File: src/rtl/piso_pkg.sv
package piso_pkg;
   // Level and single-cycle edge pulses of a synchronized external line
   typedef struct packed {
      logic level;
      logic rise;
      logic fall;
   } line_evt_t;
endpackage

File: src/rtl/piso_sync_edge.sv
module piso_sync_edge
   import piso_pkg::*;
#(
   parameter int   STAGES  = 2,
   parameter logic RST_VAL = 1'b0
) (
   input  logic      clk,
   input  logic      rst_n,
   input  logic      async_in,
   output line_evt_t evt_o
);
   if (STAGES < 2) begin : g_bad_stages
      $error("piso_sync_edge: STAGES must be at least 2");
   end

   logic [STAGES-1:0] chain_q;
   logic              prev_q;

   always_ff @(posedge clk or negedge rst_n) begin
      if (!rst_n) begin
         chain_q <= {STAGES{RST_VAL}};
         prev_q  <= RST_VAL;
      end else begin
         chain_q <= {chain_q[STAGES-2:0], async_in};
         prev_q  <= chain_q[STAGES-1];
      end
   end

   always_comb begin
      evt_o.level = chain_q[STAGES-1];
      evt_o.rise  = chain_q[STAGES-1] & ~prev_q;
      evt_o.fall  = ~chain_q[STAGES-1] & prev_q;
   end
endmodule

File: src/rtl/piso_hold_stage.sv
module piso_hold_stage #(
   parameter int WORD_W = 8
) (
   input  logic              clk,
   input  logic              rst_n,
   input  logic              load_valid,
   input  logic [WORD_W-1:0] load_data,
   input  logic              take,
   input  logic              status_clr,
   output logic [WORD_W-1:0] hold_q,
   output logic              ready_q,
   output logic              ovr_q
);
   always_ff @(posedge clk or negedge rst_n) begin
      if (!rst_n) begin
         hold_q  <= '0;
         ready_q <= 1'b0;
         ovr_q   <= 1'b0;
      end else begin
         if (load_valid) hold_q <= load_data;

         if (load_valid)  ready_q <= 1'b1;
         else if (take)   ready_q <= 1'b0;

         // A word taken in the same cycle is not lost
         if (load_valid && ready_q && !take) ovr_q <= 1'b1;
         else if (status_clr)                ovr_q <= 1'b0;
      end
   end
endmodule

File: src/rtl/piso_shift_stage.sv
module piso_shift_stage #(
   parameter int WORD_W    = 8,
   parameter bit MSB_FIRST = 1'b1
) (
   input  logic              clk,
   input  logic              rst_n,
   input  logic              start,
   input  logic              stop,
   input  logic              sclk_rise,
   input  logic              sclk_fall,
   input  logic [WORD_W-1:0] par_in,
   input  logic              status_clr,
   output logic              ser_out,
   output logic              short_q
);
   localparam int CNT_W = $clog2(WORD_W + 1);
   localparam logic [CNT_W-1:0] FULL = CNT_W'(WORD_W);

   logic [WORD_W-1:0] sh_q;
   logic [WORD_W-1:0] sh_next;
   logic [CNT_W-1:0]  cnt_q;
   logic              active_q;
   logic              tap;

   if (MSB_FIRST) begin : g_msb
      assign sh_next = {sh_q[WORD_W-2:0], 1'b0};
      assign tap     = sh_q[WORD_W-1];
   end else begin : g_lsb
      assign sh_next = {1'b0, sh_q[WORD_W-1:1]};
      assign tap     = sh_q[0];
   end

   always_ff @(posedge clk or negedge rst_n) begin
      if (!rst_n) begin
         sh_q     <= '0;
         cnt_q    <= '0;
         active_q <= 1'b0;
      end else if (start) begin
         sh_q     <= par_in;
         cnt_q    <= '0;
         active_q <= 1'b1;
      end else if (stop) begin
         active_q <= 1'b0;
      end else if (active_q) begin
         if (sclk_rise && cnt_q != FULL) cnt_q <= cnt_q + 1'b1;
         if (sclk_fall)                  sh_q  <= sh_next;
      end
   end

   always_ff @(posedge clk or negedge rst_n) begin
      if (!rst_n)                               short_q <= 1'b0;
      else if (stop && active_q && cnt_q != FULL) short_q <= 1'b1;
      else if (status_clr)                      short_q <= 1'b0;
   end

   assign ser_out = active_q & tap;
endmodule

File: src/rtl/piso_dbuf_port.sv
module piso_dbuf_port
   import piso_pkg::*;
#(
   parameter int WORD_W      = 8,
   parameter int SYNC_STAGES = 2,
   parameter bit MSB_FIRST   = 1'b1
) (
   input  logic              clk,
   input  logic              rst_n,
   input  logic              load_valid,
   input  logic [WORD_W-1:0] load_data,
   input  logic              status_clr,
   output logic              data_ready,
   output logic              overrun,
   output logic              short_xfer,
   input  logic              host_sclk,
   input  logic              host_csn,
   output logic              host_miso
);
   if (WORD_W < 2) begin : g_bad_width
      $error("piso_dbuf_port: WORD_W must be at least 2");
   end

   line_evt_t         csn_evt;
   line_evt_t         sclk_evt;
   logic [WORD_W-1:0] hold_w;
   logic              cs_level;
   logic              cs_fall;
   logic              cs_rise;

   piso_sync_edge #(.STAGES(SYNC_STAGES), .RST_VAL(1'b1)) u_csn_sync (
      .clk(clk), .rst_n(rst_n), .async_in(host_csn), .evt_o(csn_evt)
   );

   piso_sync_edge #(.STAGES(SYNC_STAGES), .RST_VAL(1'b0)) u_sclk_sync (
      .clk(clk), .rst_n(rst_n), .async_in(host_sclk), .evt_o(sclk_evt)
   );

   assign cs_level = csn_evt.level;
   assign cs_fall  = csn_evt.fall;
   assign cs_rise  = csn_evt.rise;

   piso_hold_stage #(.WORD_W(WORD_W)) u_hold (
      .clk(clk), .rst_n(rst_n),
      .load_valid(load_valid), .load_data(load_data),
      .take(cs_fall), .status_clr(status_clr),
      .hold_q(hold_w), .ready_q(data_ready), .ovr_q(overrun)
   );

   piso_shift_stage #(.WORD_W(WORD_W), .MSB_FIRST(MSB_FIRST)) u_shift (
      .clk(clk), .rst_n(rst_n),
      .start(cs_fall), .stop(cs_rise),
      .sclk_rise(sclk_evt.rise), .sclk_fall(sclk_evt.fall),
      .par_in(hold_w), .status_clr(status_clr),
      .ser_out(host_miso), .short_q(short_xfer)
   );
endmodule

File: config.mk
export PLATFORM = sky130hd
export DESIGN_NAME = piso_dbuf_port
export DESIGN_NICKNAME = d
export VERILOG_FILES = /design/src/rtl/piso_pkg.sv /design/src/rtl/piso_sync_edge.sv /design/src/rtl/piso_hold_stage.sv /design/src/rtl/piso_shift_stage.sv /design/src/rtl/piso_dbuf_port.sv
export SDC_FILE = /design/constraint.sdc
export NUM_CORES = 1
export LEC_CHECK = 0
export ABC_AREA = 1
export BUFFER_PORTS_ARGS = -buffer_cell sky130_fd_sc_hd__buf_2
export CAP_MARGIN = 10
export CORE_ASPECT_RATIO = 0.7
export CORE_UTILIZATION = 40
export CTS_CLUSTER_DIAMETER = 200
export DETAILED_ROUTE_END_ITERATION = 10
export GPL_TIMING_DRIVEN = 1
export PLACE_DENSITY = 0.6
export SYNTH_ARGS = -nofsm -noshare
export SYNTH_HDL_FRONTEND = slang
export SYNTH_SLANG_ARGS = --single-unit
File: constraint.sdc
create_clock -name clk -period 1.4 [get_ports clk]
set_input_delay 0.07 -clock clk [delete_from_list [all_inputs] [get_ports clk]]
set_output_delay 0.07 -clock clk [all_outputs]
set_load 0.02 [all_outputs]
==> results of run 1 <==
path summary, 6_finish.rpt:
kind / startpoint / to / slack [ns]
min in group asynchronous: rst_n / u_hold.hold_q[2]$_DFFE_PN0P_ / 0.36
min reg2reg: u_sclk_sync.chain_q[0]$_DFF_PN0_ / u_sclk_sync.chain_q[1]$_DFF_PN0_ / 0.35
max reg2reg: u_csn_sync.prev_q$_DFF_PN1_ / u_shift.sh_q[3]$_DFFE_PN0P_ / -0.04
max: u_csn_sync.prev_q$_DFF_PN1_ / u_shift.sh_q[3]$_DFFE_PN0P_ / -0.04
max in group asynchronous: rst_n / u_sclk_sync.chain_q[1]$_DFF_PN0_ / 0.60
min: status_clr / u_hold.ovr_q$_DFFE_PN0P_ / 0.03
flip-flops by register name (all words and copies together), names as in the netlist:
name,flops
u_hold.ready_q,1
u_sclk_sync.chain_q,2
u_shift.cnt_q,4
u_hold.ovr_q,1
u_csn_sync.chain_q,2
u_shift.sh_q,8
u_sclk_sync.prev_q,1
u_shift.short_q,1
u_csn_sync.prev_q,1
u_hold.hold_q,8
u_shift.active_q,1
cell usage in the layout, fill, tap and decap left out, types with 2 or more instances in the layout:
master	n
nand3_1	4
ha_4	3
inv_1	17
dlygate4sd3_1	11
nand2_2	6
nor2_1	4
buf_6	2
nand2_1	44
dfstp_2	3
clkbuf_8	6
nand2_4	4
dfrtp_1	27
o21ai_0	7
o21ai_1	3
buf_4	7
buf_2	17
a21oi_2	2
ha_1	2
o21ai_2	7
inv_2	2
kinds of logic after synthesis:
group	count (synthesis)	synth area share, %
simple gates	65	19.8
flops	30	53.6
buf+inv	25	8.53
compound gates	24	12.9
fa+ha+maj	5	4.44
mux	1	0.799
per-stage QoR:
stage,setup slack [ns],std cells,util [%],hold slack [ns]
after CTS,-0.0426,239,59.4,0.00389
after floorplan,-0.0181,150,-,-0.226
final,-0.0352,240,60.1,0.0312
after global placement,-0.0333,215,48.0,0.133
after detailed placement,-0.0826,215,48.0,0.139
after global routing,-0.116,240,60.1,0.0118
metal layers:
layer	vias up	routed length [µm]	GRT usage, %
met5	-	0	0
met4	0	20	4.90
met3	4	122	7.56
met2	17	1410	28.7
met1	499	1500	24.3
li1	547	-	-
where the power goes:
group	switching [µW]	internal (µW)	total [µW]
Combinational	358	291	650
Sequential	109	1020	1130
Clock	320	580	899
Total	787	1900	2680
critical path: stages, from the launching register on:
cell	delay, ns
dfstp_2	0.56
buf_4	0.12
ha_4	0.16
buf_4	0.20
nand2_1	0.07
o21ai_1	0.13
nand2_4	0.07
o21ai_2	0.06
timing repair:
item                                   4_1_cts  5_1_grt
pin swaps                                    5        1
endpoints found under the hold margin       37        0
resized for setup                           24        4
buffers inserted                             4        1
hold buffers                                11        0
gates cloned                                 1        0
setup endpoints to repair                   12       13
cell type report:
class / count / area [µm²]
inverters: 21 / 86.3
clock inverters: 1 / 30.0
well taps: 47 / 58.8
clock buffers: 7 / 86.3
flip-flops and latches: 30 / 754
fillers: 271 / 1300
multi-input cells: 95 / 621
repair buffers: 39 / 318
==> flow_summary.yaml, run 1 <==
status:
  outcome: "complete, but fails checks"
  violations: "negative setup slack"
critical_path:
  cp_max_fo: 14
  critPathKind: "reg2reg"
  cp-start-kind: "flop"
  required_ns: 1.61
  worstPathArrival_ns: 1.65
  endpoint_kind: "flop"
  r2r_cells: 7
logic_synthesis:
  synthFlopType: "dfrtp_1"
  syn_area_um2: 1410
  synth_commonest_cells: "nand2_1 (51), dfrtp_1 (27), inv_1 (20)"
  syn_area_per_cell_um2: 9.39
  syn-instance-count: 150
  synth_area_leader_cell: "dfrtp_1"
  synth_top_area_share_pct: 48.0
  synth.area.top_cells: "dfrtp_1 (48%), nand2_1 (14%), dfstp_2 (5.6%), inv_1 (5.3%), ha_1 (4.4%)"
  ys_async_sr_fraction_pct: 100
  synth-edff-count: 0
  seq_area_frac_synth_pct: 53.6
  ys.warnings.count: 0
  synth.distinct_cells: 24
  syn-num-nets: 169
  yosysMostFrequentCell: "nand2_1"
  ys_ff_latch: 30
die:
  start_util_pct: 43.3
  die-area_um2: 3770
  num_rows: 17
  boundaryPins: 18
  die_y_um: 51.7
  die_w_um: 72.9
  floorplan.core_area_um2: 3250
clock_network:
  tritoncts: "done"
  cts.sinks: 30
  clk_latency_ns: 0.28
  numCtsBuffers: 5
  cts_buffer_depth: 2
  clk_pin_slew_ns: 0.07
  cts_root_buf: "clkbuf_8"
  htree_levels: 2
sta:
  setup_viol: 12
  timing.final.crit_share_pct: 103
  max_slew.worst_pin.slew_ns: 0.665
  min_period_ns: 1.44
  hold_viol_final: 0
  fin_ws_ns: -0.0352
  slew_headroom_pct: 55.6
  fin_skew_ns: 0.0100
  final.setup.tns_ns: -0.253
  rsz0062_at_grt: "yes"
  slew_violations: 0
  clock.fmax_mhz: 697
hold_path:
  hold_path_class: "in2reg"
  holdPathStages: 2
placed_design:
  placed_area_um2: 1560
  io_buffers: 17
  gp_congestion: 0.749
  hpwl_um: 1850
final_layout:
  drive_gt1_share_pct: 35.8
  design_area_um2: 1950
  fin_nets: 211
  area_growth_pct: 38.7
  diodes: 0
route:
  drt-initial-drc-count: 41
  drt_wl_total_um: 3050
  drt_first_pass_iters: 4
  antenna_left: 0
  viasPerCell: 4.45
  wl_per_cell_um: 12.7
  num_vias: 1067
  drcViolationCount: 0
job:
  drv_cap: 0
global_route:
  grt_usage_pct: 18.6
  grt_max_degree: 31
  grt_pass1_wl_um: 5020
  grt_pass1_vias: 1101
  antenna_found_initial: 0
  grt_overflow: 0
power_and_ir_drop:
  power_uw: 2680
  ir_drop_mv: 0.735
  p_leak_uw: 0.000992
  power_per_cell_area_nw_per_um2: 1370
Note: power is estimated with default switching activity, not from simulation.
==> inputs of run 2 (changes only) <==
- CTS_BUF_LIST: unset -> sky130_fd_sc_hd__clkbuf_4 sky130_fd_sc_hd__clkbuf_8 sky130_fd_sc_hd__clkbuf_16
==> run 2 against run 1 <==
Effect of this change:
- the run still ends with negative setup slack left
- sequential power hardly changed
- clock skew about the same
- non-clock buffer count unchanged
- design area rose by 0.19%
- die area unchanged
- wire length about the same
- clock power rose by 2.2%
- first-iteration DRC count fell by 12%
- critical endpoint unchanged
- highest routed layer unchanged
==> flow_summary.yaml, run 2 (synthesized netlist as in run 1, its figures left out) <==
final_layout:
  final_core_util_pct: 60.2
  fillCellCount: 270
  regArea_um2: 754
  multi_input_area_um2: 621
  drive_gt1_share_pct: 36.3
  area_growth_pct: 39.0
  most-common-layout-cells: "nand2_1 (44), dfrtp_1 (27), inv_1 (17), buf_2 (17), dlygate4sd3_1 (11)"
  final_common_cell: "nand2_1"
  fin_nets: 211
  diodes: 0
  biggestRegsByFlops: "u_hold.hold_q (8), u_shift.sh_q (8), u_shift.cnt_q (4)"
critical_path:
  worstPathArrival_ns: 1.65
  crit_chain: "buf_4 -> ha_4 -> buf_4 -> nand2_1 -> o21ai_1 -> nand2_4 -> o21ai_2"
  critPathKind: "reg2reg"
  endpoint_kind: "flop"
  required_ns: 1.61
  cp_max_fo: 14
  crit_path_max_incr_delay_ns: 0.56
  cp_slowest_cell: "dfstp_2"
  cp-start-kind: "flop"
  cpMostUsedCell: "buf_4"
route:
  drt_wl_total_um: 3050
  antenna_left: 0
  num_vias: 1073
  wl_per_cell_um: 12.7
  drcViolationCount: 0
  drt_first_pass_iters: 4
  drt-initial-drc-count: 36
  viasPerCell: 4.47
sta:
  fin_skew_ns: 0.00992
  max_slew.worst_pin.slew_ns: 0.664
  setup_viol: 12
  fin_ws_ns: -0.0340
  rsz0062_at_grt: "yes"
  min_period_ns: 1.43
  final.setup.tns_ns: -0.257
  clock.fmax_mhz: 697
  slew_headroom_pct: 55.7
  timing.final.crit_share_pct: 102
  hold_viol_final: 0
  slew_violations: 0
clock_network:
  numCtsBuffers: 5
  cts_root_buf: "clkbuf_8"
  cts.sinks: 30
  clk_latency_ns: 0.28
  tritoncts: "done"
  htree_levels: 2
  cts_buffer_depth: 2
  clk_pin_slew_ns: 0.07
placed_design:
  io_buffers: 17
  dp_slack_ns: -0.0826
  hpwl_um: 1850
  gp_congestion: 0.749
power_and_ir_drop:
  p_leak_uw: 0.000995
  power.internal_uw: 1910
  p_clk_share_pct: 34.0
  ir_drop_mv: 0.735
  power_uw: 2700
  p_switching_uw: 788
  power_frac_comb_pct: 24.0
  power_per_cell_area_nw_per_um2: 1380
  seq_power_share_pct: 41.9
  swShare_pct: 29.1
hold_path:
  hold_path_class: "in2reg"
global_route:
  grt_pass1_vias: 1101
  antenna_found_initial: 0
  grt_usage_pct: 18.6
  grt_max_degree: 31
  grt_overflow: 0
  grt_pass1_wl_um: 5020
status:
  violations: "negative setup slack"
  outcome: "complete, but fails checks"
die:
  floorplan.core_area_um2: 3250
  die_w_um: 72.9
  num_rows: 17
  start_util_pct: 43.3
  die-area_um2: 3770
  die_y_um: 51.7
  boundaryPins: 18
job:
  drv_cap: 0
run 2: what timing repair did:
action | in CTS | in global routing
gates resized for setup | 24 | 4
hold endpoints to repair | 37 | 0
hold buffers | 11 | 0
setup buffers | 4 | 1
pin swaps | 5 | 1
setup endpoints to repair | 12 | 13
cloned | 1 | 0
run 2: layer usage:
layer	track usage, %	vias to the layer above	wire, µm
li1	-	548	-
met1	24.3	504	1490
met2	28.7	17	1420
met3	7.56	4	122
met4	4.90	0	20
met5	0	-	0
run 2: path summary, 6_finish.rpt:
check	from	endpoint	slack [ns]	cells past startpoint
min	status_clr	u_hold.ovr_q$_DFFE_PN0P_	0.03	2
max in group asynchronous	rst_n	u_sclk_sync.chain_q[1]$_DFF_PN0_	0.61	2
min reg2reg	u_sclk_sync.chain_q[0]$_DFF_PN0_	u_sclk_sync.chain_q[1]$_DFF_PN0_	0.35	0
max reg2reg	u_csn_sync.prev_q$_DFF_PN1_	u_shift.sh_q[3]$_DFFE_PN0P_	-0.03	7
min in group asynchronous	rst_n	u_hold.hold_q[2]$_DFFE_PN0P_	0.36	2
max	u_csn_sync.prev_q$_DFF_PN1_	u_shift.sh_q[3]$_DFFE_PN0P_	-0.03	7
run 2: final cells by class:
class	count	area share, %
inverter	21	4.41
clock inverter	1	1.53
timing repair buffer	39	16.2
multi-input combinational	95	31.7
sequential	30	38.5
clock buffer	7	4.60
tap	47	3.00
run 2: through the flow:
step                      cell area (µm²)  hold slack (ns)  cells
after global placement               1560            0.133    215
after floorplan                      1420           -0.226    150
final                                1960           0.0299    240
after CTS                            1940          0.00389    239
after detailed placement             1560            0.139    215
after global routing                 1960           0.0118    240
run 2: worst max-delay path: cells and delay by family (launching register included):
family | cells | cell delay (ns)
fa+ha+maj | 1 | 0.16
flops | 1 | 0.56
compound gates | 2 | 0.19
buf+inv | 2 | 0.32
simple gates | 2 | 0.14
run 2: power by group through the flow:
stage	Sequential (µW)	Combinational, µW	Clock, µW
after CTS	1120	631	927
final	1130	650	919
after detailed placement	1140	526	0
after global placement	1130	499	0
after floorplan	1130	371	0
after global routing	1150	723	983
